--- src/rtl/nand_bus_pkg.sv ---
package nand_bus_pkg;

    localparam int ADDR_W = 12;
    localparam int DATA_W = 8;
    localparam int CTL_W  = 5;

    localparam logic [ADDR_W-1:0] WINDOW_END = 12'h800;
    localparam logic [ADDR_W-1:0] REG_BASE   = 12'h800;
    localparam logic [ADDR_W-1:0] STS_ADDR   = 12'h810;

    // control register bits
    localparam int CB_CE   = 0;
    localparam int CB_CLE  = 1;
    localparam int CB_ALE  = 2;
    localparam int CB_MASK = 3;
    localparam int CB_EDGE = 4;

    localparam logic [CTL_W-1:0] CTL_RESET = 5'b00001;

    typedef enum logic [2:0] {
        RG_WINDOW,
        RG_CTL,
        RG_CMDADDR,
        RG_STATUS,
        RG_NONE
    } region_e;

    typedef enum logic [1:0] {
        PH_IDLE,
        PH_SETUP,
        PH_STROBE,
        PH_HOLD
    } phase_e;

    typedef struct packed {
        logic              is_rd;
        logic              cle;
        logic              ale;
        logic [DATA_W-1:0] data;
    } cyc_req_t;

    function automatic region_e region_of(input logic [ADDR_W-1:0] a);
        if (a < WINDOW_END)
            return RG_WINDOW;
        else if (a[ADDR_W-1:4] == REG_BASE[ADDR_W-1:4])
            return a[0] ? RG_CMDADDR : RG_CTL;
        else if (a == STS_ADDR)
            return RG_STATUS;
        else
            return RG_NONE;
    endfunction

endpackage

--- src/rtl/nbi_addr_decode.sv ---
module nbi_addr_decode
    import nand_bus_pkg::*;
(
    input  logic              req,
    input  logic              we,
    input  logic [ADDR_W-1:0] addr,
    output region_e           region,
    output logic              flash_wr,
    output logic              flash_rd
);
    always_comb begin
        region   = region_of(addr);
        flash_wr = req && we && (region == RG_WINDOW || region == RG_CMDADDR);
        flash_rd = req && !we && (region == RG_WINDOW);
    end
endmodule

--- src/rtl/nbi_cycle_engine.sv ---
module nbi_cycle_engine
    import nand_bus_pkg::*;
#(
    parameter int T_SETUP  = 2,
    parameter int T_STROBE = 2,
    parameter int T_HOLD   = 2
) (
    input  logic              clk,
    input  logic              rst,
    input  logic              start,
    input  cyc_req_t          req_in,
    input  logic [DATA_W-1:0] io_in,
    output logic              busy,
    output logic              done,
    output logic              done_rd,
    output logic [DATA_W-1:0] rd_byte,
    output logic              we_n,
    output logic              re_n,
    output logic              cle,
    output logic              ale,
    output logic              io_oe,
    output logic [DATA_W-1:0] io_out
);
    localparam int T_MAX0 = (T_SETUP > T_STROBE) ? T_SETUP : T_STROBE;
    localparam int T_MAX  = (T_MAX0 > T_HOLD) ? T_MAX0 : T_HOLD;
    localparam int CNT_W  = $clog2(T_MAX + 1);
    localparam logic [CNT_W-1:0] LD_SETUP  = CNT_W'(T_SETUP - 1);
    localparam logic [CNT_W-1:0] LD_STROBE = CNT_W'(T_STROBE - 1);
    localparam logic [CNT_W-1:0] LD_HOLD   = CNT_W'(T_HOLD - 1);

    phase_e           ph;
    logic [CNT_W-1:0] cnt;
    cyc_req_t         cur;
    logic             last;

    assign last = (cnt == '0);

    always_ff @(posedge clk) begin
        if (rst) begin
            ph      <= PH_IDLE;
            cnt     <= '0;
            cur     <= '0;
            rd_byte <= '0;
        end else begin
            unique case (ph)
                PH_IDLE: begin
                    if (start) begin
                        ph  <= PH_SETUP;
                        cnt <= LD_SETUP;
                        cur <= req_in;
                    end
                end
                PH_SETUP: begin
                    if (last) begin
                        ph  <= PH_STROBE;
                        cnt <= LD_STROBE;
                    end else begin
                        cnt <= cnt - 1'b1;
                    end
                end
                PH_STROBE: begin
                    if (last) begin
                        ph  <= PH_HOLD;
                        cnt <= LD_HOLD;
                        if (cur.is_rd)
                            rd_byte <= io_in;
                    end else begin
                        cnt <= cnt - 1'b1;
                    end
                end
                PH_HOLD: begin
                    if (last)
                        ph <= PH_IDLE;
                    else
                        cnt <= cnt - 1'b1;
                end
                default: ph <= PH_IDLE;
            endcase
        end
    end

    always_comb begin
        busy    = (ph != PH_IDLE);
        done    = (ph == PH_HOLD) && last;
        done_rd = done && cur.is_rd;
        we_n    = !((ph == PH_STROBE) && !cur.is_rd);
        re_n    = !((ph == PH_STROBE) && cur.is_rd);
        cle     = busy && cur.cle;
        ale     = busy && cur.ale;
        io_oe   = busy && !cur.is_rd;
        io_out  = cur.data;
    end
endmodule

--- src/rtl/nbi_sync.sv ---
module nbi_sync #(
    parameter int STAGES = 2
) (
    input  logic clk,
    input  logic rst,
    input  logic d,
    output logic q
);
    logic [STAGES-1:0] chain;

    generate
        if (STAGES == 1) begin : g_single
            always_ff @(posedge clk) begin
                if (rst) chain <= '0;
                else     chain <= d;
            end
        end else begin : g_multi
            always_ff @(posedge clk) begin
                if (rst) chain <= '0;
                else     chain <= {chain[STAGES-2:0], d};
            end
        end
    endgenerate

    assign q = chain[STAGES-1];
endmodule

--- src/rtl/nand_bus_if.sv ---
module nand_bus_if
    import nand_bus_pkg::*;
#(
    parameter int T_SETUP     = 2,
    parameter int T_STROBE    = 2,
    parameter int T_HOLD      = 2,
    parameter int SYNC_STAGES = 2
) (
    input  logic              clk,
    input  logic              rst,
    input  logic              host_req,
    input  logic              host_we,
    input  logic [ADDR_W-1:0] host_addr,
    input  logic [DATA_W-1:0] host_wdata,
    output logic [DATA_W-1:0] host_rdata,
    output logic              host_ready,
    output logic              nf_ce_n,
    output logic              nf_cle,
    output logic              nf_ale,
    output logic              nf_we_n,
    output logic              nf_re_n,
    output logic [DATA_W-1:0] nf_io_out,
    output logic              nf_io_oe,
    input  logic [DATA_W-1:0] nf_io_in,
    input  logic              nf_rb_n
);
    region_e           region;
    logic              flash_wr, flash_rd;
    logic              eng_busy, eng_done, eng_done_rd, start;
    logic [DATA_W-1:0] rd_byte;
    cyc_req_t          cyc_req;
    logic [CTL_W-1:0]  ctl_q;
    logic              cmd_inflight, cmd_done_q, edge_flag_q;
    logic              rdy_sync, rdy_prev, rdy_rise, accept;

    nbi_addr_decode u_dec (
        .req      (host_req),
        .we       (host_we),
        .addr     (host_addr),
        .region   (region),
        .flash_wr (flash_wr),
        .flash_rd (flash_rd)
    );

    always_comb begin
        cyc_req.is_rd = !host_we;
        cyc_req.cle   = (region == RG_CMDADDR) && ctl_q[CB_CLE];
        cyc_req.ale   = (region == RG_CMDADDR) && ctl_q[CB_ALE];
        cyc_req.data  = host_wdata;
    end

    assign start = (flash_wr || flash_rd) && !eng_busy;

    nbi_cycle_engine #(
        .T_SETUP  (T_SETUP),
        .T_STROBE (T_STROBE),
        .T_HOLD   (T_HOLD)
    ) u_eng (
        .clk     (clk),
        .rst     (rst),
        .start   (start),
        .req_in  (cyc_req),
        .io_in   (nf_io_in),
        .busy    (eng_busy),
        .done    (eng_done),
        .done_rd (eng_done_rd),
        .rd_byte (rd_byte),
        .we_n    (nf_we_n),
        .re_n    (nf_re_n),
        .cle     (nf_cle),
        .ale     (nf_ale),
        .io_oe   (nf_io_oe),
        .io_out  (nf_io_out)
    );

    nbi_sync #(.STAGES(SYNC_STAGES)) u_rb_sync (
        .clk (clk),
        .rst (rst),
        .d   (nf_rb_n),
        .q   (rdy_sync)
    );

    always_comb begin
        if (flash_wr)      host_ready = !eng_busy;
        else if (flash_rd) host_ready = eng_done_rd;
        else               host_ready = 1'b1;
    end

    assign accept   = host_req && host_ready;
    assign rdy_rise = rdy_sync && !rdy_prev;

    always_ff @(posedge clk) begin
        if (rst) begin
            ctl_q        <= CTL_RESET;
            cmd_inflight <= 1'b0;
            cmd_done_q   <= 1'b0;
            edge_flag_q  <= 1'b0;
            rdy_prev     <= 1'b0;
        end else begin
            rdy_prev <= rdy_sync;
            if (accept && host_we && region == RG_CTL)
                ctl_q <= host_wdata[CTL_W-1:0];
            if (start && region == RG_CMDADDR) begin
                cmd_inflight <= 1'b1;
                cmd_done_q   <= 1'b0;
            end else if (eng_done && cmd_inflight) begin
                cmd_inflight <= 1'b0;
                cmd_done_q   <= 1'b1;
            end
            if (rdy_rise && ctl_q[CB_EDGE])
                edge_flag_q <= 1'b1;
            else if (accept && !host_we && region == RG_STATUS)
                edge_flag_q <= 1'b0;
        end
    end

    always_comb begin
        unique case (region)
            RG_WINDOW: host_rdata = rd_byte;
            RG_CTL:    host_rdata = {{(DATA_W-CTL_W){1'b0}}, ctl_q};
            RG_STATUS: host_rdata = {4'b0000, rdy_sync, eng_busy, cmd_done_q, edge_flag_q};
            default:   host_rdata = '0;
        endcase
    end

    assign nf_ce_n = ctl_q[CB_CE];
endmodule

--- config.mk ---
export PLATFORM = sky130hd
export DESIGN_NAME = nand_bus_if
export DESIGN_NICKNAME = d
export VERILOG_FILES = /design/src/rtl/nand_bus_pkg.sv /design/src/rtl/nbi_addr_decode.sv /design/src/rtl/nbi_cycle_engine.sv /design/src/rtl/nbi_sync.sv /design/src/rtl/nand_bus_if.sv
export SDC_FILE = /design/constraint.sdc
export NUM_CORES = 1
export LEC_CHECK = 0
export ABC_CLOCK_PERIOD_IN_PS = 4800
export BUFFER_PORTS_ARGS = -buffer_cell sky130_fd_sc_hd__buf_2
export CAP_MARGIN = 20
export CELL_PAD_IN_SITES_DETAIL_PLACEMENT = 1
export CELL_PAD_IN_SITES_GLOBAL_PLACEMENT = 1
export CORE_AREA = 10 10 80 82
export DETAILED_ROUTE_END_ITERATION = 7
export DIE_AREA = 0 0 90 92
export GPL_ROUTABILITY_DRIVEN = 1
export PLACE_DENSITY_LB_ADDON = 0.08
export SLEW_MARGIN = 20
export SYNTH_ARGS = -nofsm -noshare
export SYNTH_HDL_FRONTEND = slang
export SYNTH_HIERARCHICAL = 1
export SYNTH_SLANG_ARGS = --single-unit
--- constraint.sdc ---
create_clock -name clk -period 4.8 [get_ports clk]
set_input_delay 0.24 -clock clk [delete_from_list [all_inputs] [get_ports clk]]
set_output_delay 0.24 -clock clk [all_outputs]
set_load 0.005 [all_outputs]
==> summary.txt <==
Power
  • Sw power: 0.237 mW
  • Power density cells: 327 nW/um^2
  • Comb pwr share: 27.9%
  • Net Sw Frac: 32.0%
  • Clock power frac: 29.0%
  • Worst VDD drop: 0.178 mV
  • Static leakage: 0.995 nW
  • Int Power: 0.504 mW
  • Sequential power share: 43.1%

CTS
  • Clock sinks: 34
  • Number of buffers inserted by hold repair at cts: 0
  • Clock root buffer: clkbuf_8
  • CTS max path bufs: 2
  • Post-CTS Setup Bufs: 0
  • H-Tree Depth: 2
  • Worst-path clk slew: 0.06 ns
  • Gates resized, CTS repair: 0
  • CTS buffer count: 5
  • Worst-Skew Late Latency: 0.28 ns
  • TritonCTS clock tree: done

Critical path
  • CP Launch Type: input port
  • Worst EP required: 4.56 ns
  • Crit-path max FO: 13
  • Endpoint class of the critical path: primary output
  • Cell chain of the critical path: buf_2 -> nor4_1 -> nand2_1 -> a21oi_1 -> and2_1 -> a2bb2oi_1 -> nor2_1 -> buf_2
  • Most frequent CP cell: buf_2
  • Crit path arrival time: 2.02 ns
  • Worst path max stage delay: 0.69 ns
  • CP Class: in2out
  • Crit-path slowest cell: a21oi_1

Timing
  • Skew final: 0.00838 ns
  • Crit path time final: 2.26 ns
  • Slew @ Worst Pin: 0.874 ns
  • Slew HR: 41.7%
  • Final Hold Viols: 0
  • Setup Viol. Count Final: 0
  • Max Clk Rate: 443 MHz
  • Final Max Tran Viols: 0
  • Final worst-path cycle share: 47.0%
  • Setup_tns: 0 ns
  • Unrepaired setup endpoints after global routing: no
  • Setup WS post-layout: 2.54 ns

Yosys
  • Mapped Area: 1920 um^2
  • Ys Warns: 6
  • Syn_area_per_cell: 8.89 um^2
  • Number of synthesized flops with an enable pin: 0
  • Area share of xor/xnor cells in the synthesized design: 0%
  • Largest family of logic cells by synthesized area: simple AND/OR/NAND/NOR gates
  • Compound-Gate Fraction of Synth Area: 14.3%
  • Sequential area share after synthesis: 35.4%
  • Synth unique cells: 45
  • Post-Synth Simple-Gate Area: 27.6%
  • Synthesized Nets: 258
  • Multiplexer share of the synthesized area: 9.38%
  • Async S/R FF share, synth: 0%
  • Synth Instances: 216
  • Top_reg_cell synth: dfxtp_1
  • Synth Area in Adders: 5.86%
  • #FFs+latches synth: 34

GRT
  • Congestion Overflow GR: 0
  • Largest net degree at the start of global routing: 40
  • Global-route wire length before repair: 7980 um
  • Initial antenna violation count: 0
  • Total GRT Usage: 11.4%
  • Vias in the first global route: 1719

Detailed routing
  • Routed via count: 1595
  • Vias per inst: 4.79
  • DR iter-0 viols: 52
  • Post-route ant nets: 0
  • Routed Wire Length: 4700 um
  • Wire per inst: 14.1 um
  • DRC: 0
  • TritonRoute pass-1 iters: 4

Cells and area
  • Fillers: 594
  • Most common cell after layout, fill and taps aside: buf_2
  • Most frequent cells in the layout: buf_2 (55), dfxtp_1 (34), nand2_1 (27)
  • Share of cells above drive strength 1: 30.0%
  • Antenna cells: 0
  • Area Overhead vs Synth: 17.9%
  • Final net count: 304

Placed design
  • Setup slack after placement: 2.32 ns
  • Final HPWL DP: 3680 um
  • Port Buffers: 55
  • GPL Wtd Cong: 0.740

Die
  • Die area: 8280 um^2
  • Die Height: 92 um
  • Die X: 90 um
  • Row Count: 26
  • Total core area: 4910 um^2
  • IO Pins: 56
  • Initial core utilization: 39.1%

Worst hold path
  • Worst Hold Class: in2reg

Job
  • # Max-Cap Violations: 0

Outcome
  • Status: finished, final reports clean
==> flip-flops by register name, summed over array words and instances (netlist names) <==
name             count
u_eng/cur            3
u_rb_sync/chain      2
ctl_q                5
u_eng/io_out         8
rdy_prev             1
u_eng/cnt            2
u_eng/ph             2
cmd_done_q           1
u_eng/rd_byte        8
edge_flag_q          1
cmd_inflight         1
==> cell usage after synthesis (all sizes together), types with 2 or more instances <==
| cell type | number | area (um^2) |
|---|---|---|
| nor3 | 5 | 36.3 |
| nand2b | 11 | 68.8 |
| o31ai | 3 | 22.5 |
| and3 | 3 | 20.0 |
| nand2 | 28 | 108 |
| o21ba | 2 | 20.0 |
| a2bb2oi | 4 | 35.0 |
| or2 | 2 | 12.5 |
| mux2i | 18 | 180 |
| nand4bb | 2 | 38.8 |
| and2b | 2 | 16.3 |
| clkbuf | 4 | 15.0 |
| inv | 7 | 26.3 |
| buf | 13 | 103 |
| a311oi | 2 | 23.8 |
| ha | 9 | 113 |
| dfxtp | 34 | 681 |
| a21oi | 20 | 100 |
| o21ai | 3 | 15.0 |
| nor2b | 6 | 37.5 |
| nor2 | 17 | 63.8 |
| nor3b | 2 | 26.3 |
| and2 | 8 | 53.8 |
==> power groups by stage <==
stage	clock network [mW]	logic (mW)	registers [mW]
floorplan	0	0.162	0.322
global placement	0	0.209	0.326
detailed placement	0	0.211	0.326
CTS	0.222	0.212	0.320
global route	0.238	0.232	0.323
finish	0.215	0.206	0.319
==> worst max-delay path, delay by kind of cell <==
kind | cells | cell delay, ns
AOI/OAI and AO/OA | 2 | 0.78
and+or+nand+nor | 4 | 0.77
buffers and inverters | 2 | 0.23
==> path summary, 6_finish.rpt <==
kind                                      endpoint  cells past startpoint                from  slack [ns]
worst max-delay path                 host_rdata[1]                      8        host_addr[0]        2.54
worst min-delay path            u_rb_sync/chain[0]                      2             nf_rb_n        0.17
worst max register to register        u_eng/cur[9]                      7         u_eng/ph[0]        2.72
worst min register to register  u_rb_sync/chain[1]                      1  u_rb_sync/chain[0]        0.45
==> final cells by class <==
class / count / area, um^2 / area share [%]
well taps: 70 / 87.6 / 3.87
clock buffers: 7 / 86.3 / 3.81
inverters: 7 / 26.3 / 1.16
multi-input cells: 158 / 1100 / 48.4
clock inverters: 1 / 5.00 / 0.221
repair buffers: 56 / 283 / 12.5
flip-flops and latches: 34 / 681 / 30.1
==> routing by layer <==
layer | wire length, um | vias up | track usage (%)
li1 | - | 821 | -
met1 | 2060 | 742 | 12.8
met2 | 2410 | 27 | 20.5
met3 | 188 | 5 | 3.34
met4 | 43 | 0 | 3.58
met5 | 0 | - | 0
==> through the flow <==
stage | total power [mW] | utilization, % | std cells | hold slack [ns] | cell area [um^2]
after global placement | 0.535 | 44.1 | 324 | 0.423 | 2170
after detailed placement | 0.537 | 44.1 | 324 | 0.445 | 2170
final | 0.740 | 46.1 | 333 | 0.170 | 2260
after floorplan | 0.484 | - | 216 | 0.308 | 1920
after CTS | 0.754 | 46.0 | 332 | 0.162 | 2260
after global routing | 0.793 | 46.1 | 333 | 0.181 | 2260
==> logic make-up (layout without fill, tap and decap cells) <==
kind of cell             after synthesis  count (layout)
flip-flops                            34              34
multiplexers                          18              18
AO/OA/AOI/OAI                         41              41
AND/OR/NAND/NOR                       90              90
adder cells (fa/ha/maj)                9               9
buffers and inverters                 24              71
No activity file was read; power rests on OpenSTA's default activity.
